[config.mk]
export PLATFORM = sky130hd
export DESIGN_NAME = can_fault_tracker
export DESIGN_NICKNAME = d
export VERILOG_FILES = /design/src/rtl/can_fc_pkg.sv /design/src/rtl/fc_err_counter.sv /design/src/rtl/fc_state_ctrl.sv /design/src/rtl/fc_flag_gen.sv /design/src/rtl/can_fault_tracker.sv
export SDC_FILE = /design/constraint.sdc
export NUM_CORES = 1
export LEC_CHECK = 0
export BUFFER_PORTS_ARGS = -buffer_cell sky130_fd_sc_hd__buf_4
export CAP_MARGIN = 5
export CORE_ASPECT_RATIO = 2
export CORE_MARGIN = 2
export CORE_UTILIZATION = 58
export DETAILED_ROUTE_END_ITERATION = 8
export GPL_ROUTABILITY_DRIVEN = 0
export PLACE_DENSITY = 0.95
export SETUP_SLACK_MARGIN = 0.05
export SLEW_MARGIN = 10
export SYNTH_ARGS = -nofsm -noshare
export SYNTH_HDL_FRONTEND = slang
export SYNTH_SLANG_ARGS = --single-unit
export TNS_END_PERCENT = 100
[constraint.sdc]
create_clock -name clk -period 5.6 [get_ports clk]
set_input_delay 0 -clock clk [delete_from_list [all_inputs] [get_ports clk]]
set_output_delay 0 -clock clk [all_outputs]
set_load 0.1 [all_outputs]
[src/rtl/can_fc_pkg.sv]
// Package: shared types and status-word layout for the CAN fault
// confinement tracker. Assumes a 16-bit status word.
package can_fc_pkg;

    typedef enum logic [1:0] {
        ST_ACTIVE  = 2'd0,
        ST_PASSIVE = 2'd1,
        ST_BUSOFF  = 2'd2
    } fc_state_e;

    typedef enum logic [1:0] {
        FR_NONE    = 2'd0,
        FR_ACTIVE  = 2'd1,
        FR_PASSIVE = 2'd2
    } fc_frame_e;

    localparam int STATUS_W     = 16;
    localparam int BIT_BUSOFF   = 13;
    localparam int BIT_TX_PASS  = 12;
    localparam int BIT_RX_PASS  = 11;
    localparam int BIT_TX_WARN  = 10;
    localparam int BIT_RX_WARN  = 9;
    localparam int BIT_ANY_WARN = 8;
    localparam int BIT_IRQ      = 5;

endpackage

[src/rtl/fc_err_counter.sv]
// Module: saturating error counter. An error strobe adds INC and
// saturates at MAX. A good-transfer strobe subtracts one and stops at
// zero. Error wins over good. hold_i freezes the count and clear_i
// zeroes it, with clear taking priority. Also exposes the next-cycle
// value so that later logic can stay aligned with the register.
module fc_err_counter #(
    parameter int WIDTH = 8,
    parameter int INC   = 1,
    parameter int MAX   = 255
) (
    input  logic             clk,
    input  logic             rst_n,
    input  logic             err_i,
    input  logic             ok_i,
    input  logic             hold_i,
    input  logic             clear_i,
    output logic [WIDTH-1:0] cnt_o,
    output logic [WIDTH-1:0] cnt_next_o
);

    localparam logic [WIDTH:0] INC_W = (WIDTH+1)'(INC);
    localparam logic [WIDTH:0] MAX_W = (WIDTH+1)'(MAX);

    logic [WIDTH-1:0] cnt_q;
    logic [WIDTH:0]   sum;

    // Widened sum so that the saturation test cannot wrap.
    assign sum = {1'b0, cnt_q} + INC_W;

    // Select the next count from clear, hold, error and good strobes.
    always_comb begin
        cnt_next_o = cnt_q;
        if (clear_i) begin
            cnt_next_o = '0;
        end else if (hold_i) begin
            cnt_next_o = cnt_q;
        end else if (err_i) begin
            cnt_next_o = (sum > MAX_W) ? MAX_W[WIDTH-1:0] : sum[WIDTH-1:0];
        end else if (ok_i && (cnt_q != '0)) begin
            cnt_next_o = cnt_q - 1'b1;
        end
    end

    // Count register.
    always_ff @(posedge clk) begin
        if (!rst_n) cnt_q <= '0;
        else        cnt_q <= cnt_next_o;
    end

    assign cnt_o = cnt_q;

    AST_NO_UNDERFLOW: assert property (@(posedge clk) disable iff (!rst_n)
        (cnt_o == '0 && ok_i && !err_i && !hold_i && !clear_i) |=> (cnt_o == '0));
    AST_SATURATE: assert property (@(posedge clk) disable iff (!rst_n)
        (cnt_o == MAX_W[WIDTH-1:0] && err_i && !hold_i && !clear_i) |=> (cnt_o == MAX_W[WIDTH-1:0]));
    AST_FROZEN_IN_HOLD: assert property (@(posedge clk) disable iff (!rst_n)
        (hold_i && !clear_i) |=> $stable(cnt_o));

endmodule

[src/rtl/fc_state_ctrl.sv]
// Module: confinement state machine. Picks active, passive or bus off
// from the next-cycle counts. While bus off it counts idle-run strobes
// and signals recovery on the last one. Assumes that the counters
// consume hold_o and clear_o in the same cycle.
module fc_state_ctrl
    import can_fc_pkg::*;
#(
    parameter int TXW          = 9,
    parameter int RXW          = 8,
    parameter int PASS_LIM     = 128,
    parameter int BUSOFF_LIM   = 256,
    parameter int RECOVER_RUNS = 128
) (
    input  logic           clk,
    input  logic           rst_n,
    input  logic           idle_run_i,
    input  logic [TXW-1:0] tx_cnt_i,
    input  logic [RXW-1:0] rx_cnt_i,
    input  logic [TXW-1:0] tx_next_i,
    input  logic [RXW-1:0] rx_next_i,
    output fc_state_e      state_o,
    output fc_frame_e      frame_o,
    output logic           hold_o,
    output logic           clear_o
);

    localparam int RUN_W = (RECOVER_RUNS > 1) ? $clog2(RECOVER_RUNS) : 1;
    localparam logic [RUN_W-1:0] RUN_LAST = RUN_W'(RECOVER_RUNS - 1);
    localparam logic [TXW:0] TX_PASS_W   = (TXW+1)'(PASS_LIM);
    localparam logic [RXW:0] RX_PASS_W   = (RXW+1)'(PASS_LIM);
    localparam logic [TXW:0] TX_BUSOFF_W = (TXW+1)'(BUSOFF_LIM);

    fc_state_e       state_q, state_d;
    logic [RUN_W-1:0] run_q;
    logic             in_busoff;

    assign in_busoff = (state_q == ST_BUSOFF);
    assign hold_o    = in_busoff;
    assign clear_o   = in_busoff && idle_run_i && (run_q == RUN_LAST);

    // Next state from recovery or from the next-cycle counts.
    always_comb begin
        state_d = state_q;
        if (in_busoff) begin
            if (clear_o) state_d = ST_ACTIVE;
        end else if ({1'b0, tx_next_i} >= TX_BUSOFF_W) begin
            state_d = ST_BUSOFF;
        end else if (({1'b0, tx_next_i} >= TX_PASS_W) || ({1'b0, rx_next_i} >= RX_PASS_W)) begin
            state_d = ST_PASSIVE;
        end else begin
            state_d = ST_ACTIVE;
        end
    end

    // State register.
    always_ff @(posedge clk) begin
        if (!rst_n) state_q <= ST_ACTIVE;
        else        state_q <= state_d;
    end

    // Idle-run counter, live only during bus off.
    always_ff @(posedge clk) begin
        if (!rst_n || clear_o)          run_q <= '0;
        else if (in_busoff && idle_run_i) run_q <= run_q + 1'b1;
    end

    // Error frame permission per state.
    always_comb begin
        case (state_q)
            ST_ACTIVE:  frame_o = FR_ACTIVE;
            ST_PASSIVE: frame_o = FR_PASSIVE;
            default:    frame_o = FR_NONE;
        endcase
    end

    assign state_o = state_q;

    AST_BUSOFF_SILENT: assert property (@(posedge clk) disable iff (!rst_n)
        (state_o == ST_BUSOFF) |-> (frame_o == FR_NONE));
    AST_RECOVER_ACTIVE: assert property (@(posedge clk) disable iff (!rst_n)
        clear_o |=> (state_o == ST_ACTIVE && tx_cnt_i == '0 && rx_cnt_i == '0));
    AST_PASSIVE_HAS_CAUSE: assert property (@(posedge clk) disable iff (!rst_n)
        (state_o == ST_PASSIVE) |-> (({1'b0, tx_cnt_i} >= TX_PASS_W) || ({1'b0, rx_cnt_i} >= RX_PASS_W)));
    AST_BUSOFF_HAS_CAUSE: assert property (@(posedge clk) disable iff (!rst_n)
        (state_o == ST_BUSOFF) |-> ({1'b0, tx_cnt_i} >= TX_BUSOFF_W));

endmodule

[src/rtl/fc_flag_gen.sv]
// Module: status flag and interrupt generator. Derives the warning and
// passive flags from the current counts. Keeps the receive warning as a
// register with one-sided clearing, loaded from the next-cycle receive
// count. Pulses the interrupt on a rising edge of any condition.
module fc_flag_gen
    import can_fc_pkg::*;
#(
    parameter int TXW        = 9,
    parameter int RXW        = 8,
    parameter int WARN_LIM   = 96,
    parameter int PASS_LIM   = 128,
    parameter int BUSOFF_LIM = 256
) (
    input  logic                clk,
    input  logic                rst_n,
    input  logic [TXW-1:0]      tx_cnt_i,
    input  logic [RXW-1:0]      rx_cnt_i,
    input  logic [RXW-1:0]      rx_next_i,
    input  logic                busoff_i,
    output logic                irq_o,
    output logic [STATUS_W-1:0] status_o
);

    localparam int NCOND = 5;
    localparam logic [TXW:0] TX_WARN_W   = (TXW+1)'(WARN_LIM);
    localparam logic [TXW:0] TX_PASS_W   = (TXW+1)'(PASS_LIM);
    localparam logic [TXW:0] TX_BUSOFF_W = (TXW+1)'(BUSOFF_LIM);
    localparam logic [RXW:0] RX_WARN_W   = (RXW+1)'(WARN_LIM);
    localparam logic [RXW:0] RX_PASS_W   = (RXW+1)'(PASS_LIM);
    localparam logic [RXW:0] RX_BUSOFF_W = (RXW+1)'(BUSOFF_LIM);

    logic [TXW:0] tx_w;
    logic [RXW:0] rx_w, rxn_w;
    logic tx_warn, tx_pass, rx_pass, any_warn, rx_warn_q;
    logic [NCOND-1:0] cond, cond_q;

    assign tx_w  = {1'b0, tx_cnt_i};
    assign rx_w  = {1'b0, rx_cnt_i};
    assign rxn_w = {1'b0, rx_next_i};

    // Window flags from the current counts.
    assign tx_warn  = (tx_w >= TX_WARN_W) && (tx_w < TX_PASS_W);
    assign tx_pass  = (tx_w >= TX_PASS_W) && (tx_w < TX_BUSOFF_W);
    assign rx_pass  = (rx_w >= RX_PASS_W) && (rx_w < RX_BUSOFF_W);
    assign any_warn = (tx_w >= TX_WARN_W) || (rx_w >= RX_WARN_W);

    // Receive warning: set inside the window, cleared only below it.
    always_ff @(posedge clk) begin
        if (!rst_n) begin
            rx_warn_q <= 1'b0;
        end else if (rxn_w < RX_WARN_W) begin
            rx_warn_q <= 1'b0;
        end else if (rxn_w < RX_PASS_W) begin
            rx_warn_q <= 1'b1;
        end
    end

    assign cond = {busoff_i, tx_pass, rx_pass, tx_warn, rx_warn_q};

    // Previous conditions for edge detection.
    always_ff @(posedge clk) begin
        if (!rst_n) cond_q <= '0;
        else        cond_q <= cond;
    end

    assign irq_o = |(cond & ~cond_q);

    // Assemble the status word at its fixed bit positions.
    always_comb begin
        status_o               = '0;
        status_o[BIT_BUSOFF]   = busoff_i;
        status_o[BIT_TX_PASS]  = tx_pass;
        status_o[BIT_RX_PASS]  = rx_pass;
        status_o[BIT_TX_WARN]  = tx_warn;
        status_o[BIT_RX_WARN]  = rx_warn_q;
        status_o[BIT_ANY_WARN] = any_warn;
        status_o[BIT_IRQ]      = irq_o;
    end

    AST_IRQ_ON_BUSOFF: assert property (@(posedge clk) disable iff (!rst_n)
        $rose(busoff_i) |-> irq_o);
    AST_IRQ_ONE_SHOT_BUSOFF: assert property (@(posedge clk) disable iff (!rst_n)
        (busoff_i && $past(busoff_i) && $stable(cond)) |-> !irq_o);
    AST_RXWARN_LOW_BELOW: assert property (@(posedge clk) disable iff (!rst_n)
        (rx_w < RX_WARN_W) |-> !rx_warn_q);
    AST_RXWARN_IN_WINDOW: assert property (@(posedge clk) disable iff (!rst_n)
        ((rx_w >= RX_WARN_W) && (rx_w < RX_PASS_W)) |-> rx_warn_q);

endmodule

[src/rtl/can_fault_tracker.sv]
// Module: top of the CAN fault confinement tracker. Wires two error
// counters, the state controller and the flag generator together.
// Assumes single-cycle event strobes from the protocol logic.
module can_fault_tracker
    import can_fc_pkg::*;
#(
    parameter int TXW          = 9,
    parameter int RXW          = 8,
    parameter int TX_INC       = 8,
    parameter int RX_INC       = 1,
    parameter int WARN_LIM     = 96,
    parameter int PASS_LIM     = 128,
    parameter int BUSOFF_LIM   = 256,
    parameter int RECOVER_RUNS = 128
) (
    input  logic                clk,
    input  logic                rst_n,
    input  logic                tx_err_i,
    input  logic                rx_err_i,
    input  logic                tx_ok_i,
    input  logic                rx_ok_i,
    input  logic                idle_run_i,
    output logic [TXW-1:0]      tx_cnt_o,
    output logic [RXW-1:0]      rx_cnt_o,
    output logic [1:0]          node_state_o,
    output logic [1:0]          err_frame_o,
    output logic                err_irq_o,
    output logic [STATUS_W-1:0] status_o
);

    localparam int TX_MAX = (1 << TXW) - 1;
    localparam int RX_MAX = (1 << RXW) - 1;

    logic [TXW-1:0] tx_cnt, tx_next;
    logic [RXW-1:0] rx_cnt, rx_next;
    logic           hold, clear;
    fc_state_e      state;
    fc_frame_e      frame;

    fc_err_counter #(.WIDTH(TXW), .INC(TX_INC), .MAX(TX_MAX)) u_tx_cnt (
        .clk(clk), .rst_n(rst_n), .err_i(tx_err_i), .ok_i(tx_ok_i),
        .hold_i(hold), .clear_i(clear), .cnt_o(tx_cnt), .cnt_next_o(tx_next)
    );

    fc_err_counter #(.WIDTH(RXW), .INC(RX_INC), .MAX(RX_MAX)) u_rx_cnt (
        .clk(clk), .rst_n(rst_n), .err_i(rx_err_i), .ok_i(rx_ok_i),
        .hold_i(hold), .clear_i(clear), .cnt_o(rx_cnt), .cnt_next_o(rx_next)
    );

    fc_state_ctrl #(
        .TXW(TXW), .RXW(RXW), .PASS_LIM(PASS_LIM),
        .BUSOFF_LIM(BUSOFF_LIM), .RECOVER_RUNS(RECOVER_RUNS)
    ) u_state (
        .clk(clk), .rst_n(rst_n), .idle_run_i(idle_run_i),
        .tx_cnt_i(tx_cnt), .rx_cnt_i(rx_cnt),
        .tx_next_i(tx_next), .rx_next_i(rx_next),
        .state_o(state), .frame_o(frame), .hold_o(hold), .clear_o(clear)
    );

    fc_flag_gen #(
        .TXW(TXW), .RXW(RXW), .WARN_LIM(WARN_LIM),
        .PASS_LIM(PASS_LIM), .BUSOFF_LIM(BUSOFF_LIM)
    ) u_flags (
        .clk(clk), .rst_n(rst_n), .tx_cnt_i(tx_cnt), .rx_cnt_i(rx_cnt),
        .rx_next_i(rx_next), .busoff_i(state == ST_BUSOFF),
        .irq_o(err_irq_o), .status_o(status_o)
    );

    assign tx_cnt_o     = tx_cnt;
    assign rx_cnt_o     = rx_cnt;
    assign node_state_o = state;
    assign err_frame_o  = frame;

endmodule

==> summary.md <==
| Metric | Value |
|---|---|
| Status | complete, no violations |
| Die Y | 92.3 microns |
| Vias in the first global route | 2032 |
| Yosys top cell area share | 0.283 |
| Worst-margin pin slew | 0.873 ns |
| FF-to-FF Start | u_state.state_o[0] |
| WL per Instance | 16.0 microns |
| Clk pwr share | 0.196 |
| Post-Route Skew | 0.0108 ns |
| Met1 usage | 0.292 |
| Critical Path Start Type | flop |
| Worst-path fanout max | 23 |
| Core Rows | 32 |
| CORE AREA | 3800 sq um |
| Via density | 6.09 |
| Hold_sp | rst_n |
| Die Wd | 48.2 microns |
| Final setup fails | 0 |
| Unrepaired setup endpoints after global routing | no |
| Critical Path RT | 5.77 ns |
| CP endpoint kind | flop |
| Sequential area share after synthesis | 0.283 |
| GR Util met3 | 0.0507 |
| M2 GR Usage | 0.478 |
| Final hold slack | 0.00249 ns |
| Data arrival time of the critical path | 2.91 ns |
| Total global routing overflow | 0 |
| Post-CTS Resized | 0 |
| Final nets | 321 |
| Final worst setup slack | 2.86 ns |
| Slew HR | 0.418 |
| Int Power | 0.525 mW |
| Die ar. | 4440 sq um |
| Synth warn | 0 |
| Commonest cells post-synth | 32 x dfxtp_1, 23 x nand2_1, 21 x nand3_1 |
| Max-slew violation count | 0 |
| Power Density | 450 nW/um^2 |
| Final instance area | 2510 sq um |
| Final worst path period share | 0.489 |
| Sw Ratio | 0.536 |
| Setup TNS Final | 0 ns |
| Root Buffer | clkbuf_8 |
| Most common cell in the netlist | dfxtp_1 |
| Seq pwr share | 0.277 |
| Register area | 641 sq um |
| Crit path time final | 2.74 ns |
| Hold crit path type | in2reg |
| DR pass1 iterations | 5 |
| Register bit total from synthesis | 32 |
| Dpl ws | 3.03 ns |
| Final Power | 1.13 mW |
| Post-synth cell types | 57 |
| Layout fillers | 318 |
| Synth top area cells | dfxtp_1 28%, buf_4 6.3%, ha_1 5.0% |
| Hpwl dp | 4080 microns |
| Synthesized cell area | 2260 sq um |
| Area Growth Syn to Fin | 11.1% |
| Placed Area | 2390 sq um |
| Peak VDD IR | 321 uV |
| Vias post-DR | 2174 |
| Final Hold Fails | 0 |
| Maximum root-to-sink buffer count | 2 |
| Total clock sinks | 32 |
| Total GRT Usage | 0.277 |
| DRT iter0 DRCs | 112 |
| Initial Utilization | 0.594 |
| Post-CTS Repair Setup Buffers | 0 |
| Antenna violations before repair | 0 |
| Multi-input logic area | 1360 sq um |
| Largest net degree at the start of global routing | 24 |
| TritonCTS Buffers | 5 |
| H-tree depth | 2 |
| Num ports | 45 |
| Syn avg cell area | 7.93 sq um |
| Ant. Diodes | 0 |
| Synth area leader | dfxtp_1 |
| First-pass GRT wire length | 9140 microns |
| P_sw | 0.605 mW |
| CTS tree | yes |
| Beginning of the critical path | u_state.state_o[0] |
| CTS clk-pin slew, worst paths | 0.07 ns |
| PortBufs | 35 |
| Clock Latency Late Sink | 0.29 ns |
| Post-synth EDFFs | 0 |
| Post-synthesis async set-or-reset flop share | 0 |
| Critical path class | reg2reg |
| Layout cell share with drive strength beyond 1 | 0.170 |
| Leakage power | 1.04 nW |
| DRC Markers | 0 |
| Final ANT Viol Nets | 0 |
| Most used routing layer | met2 |
| Predominant post-synthesis flop cell | dfxtp_1 |
| Peak Freq | 365 MHz |
| Syn Inst Count | 285 |
| Max-cap violation count | 0 |
| Routed wire length | 5730 microns |
| Comb power frac | 0.527 |
sequential cells by signal, indices dropped and copies added (netlist names):
signal / flops
u_state.run_q: 7
u_state.state_o: 2
u_tx_cnt.cnt_o: 9
u_rx_cnt.cnt_o: 8
u_flags.cond_q: 5
u_flags.rx_warn_q: 1
routing by layer:
metal | vias up | wire length (microns)
li1 | 1025 | -
met1 | 998 | 2000
met5 | - | 0
met2 | 110 | 3100
met4 | 0 | 297
met3 | 41 | 334
layout make-up:
| cell class | count | area share |
|---|---|---|
| multi-input cells | 212 | 0.540 |
| flip-flops and latches | 32 | 0.255 |
| repair buffers | 37 | 0.112 |
| clock buffers | 6 | 0.0289 |
| inverters | 17 | 0.0254 |
| well taps | 51 | 0.0254 |
| clock inverters | 2 | 0.0140 |
worst max-delay path, cell delays in order, from the launching register on:
cell	delay, ns
dfxtp_1	0.37
nand2b_1	0.70
inv_1	0.60
nor3_1	0.32
mux2i_1	0.11
a31oi_1	0.25
o31ai_1	0.12
mux2i_1	0.15
logic make-up after synthesis:
logic type / Yosys count / synth area share
compound gates: 70 / 0.205
xor+xnor: 11 / 0.0426
fa+ha+maj: 9 / 0.0498
buf+inv: 49 / 0.131
flops: 32 / 0.283
mux: 3 / 0.0133
other cells: 1 / 0.00166
simple gates: 110 / 0.273
cell usage in the layout (no fill, tap or decap), drive strengths merged, types with 7 or more instances in the layout:
cell,n
nand3,21
nor2,19
dfxtp,32
conb,9
and2,10
buf,36
a21oi,17
inv,17
ha,9
a31oi,7
o21ai,18
nor3,7
nand2,23
o31ai,7
power by group through the flow:
stage                     combinational, mW  sequential [mW]  clock, mW
after detailed placement              0.586            0.316          0
after global routing                  0.623            0.318      0.230
after floorplan                       0.375            0.449          0
after global placement                0.578            0.314          0
final                                 0.595            0.313      0.221
after CTS                             0.591            0.312      0.219
repair_timing:
item                                    4_1_cts  5_1_grt
endpoints found under the setup margin        0        0
hold buffers                                  1        0
hold endpoints to repair                      1        0
metrics by stage:
step	std cells	utilization
after CTS	357	0.660
after detailed placement	348	0.629
after floorplan	293	-
final	357	0.660
after global placement	348	0.629
after global routing	357	0.660
final timing paths:
check             slack [ns]  cells after the start                 to
hold reg to reg         0.49                      2   u_state.run_q[1]
setup reg to reg        2.86                      7  u_flags.rx_warn_q
setup / recovery        2.86                      7  u_flags.rx_warn_q
hold / removal         0.002                      2   u_state.run_q[4]
(Power assumes the default switching activity.)
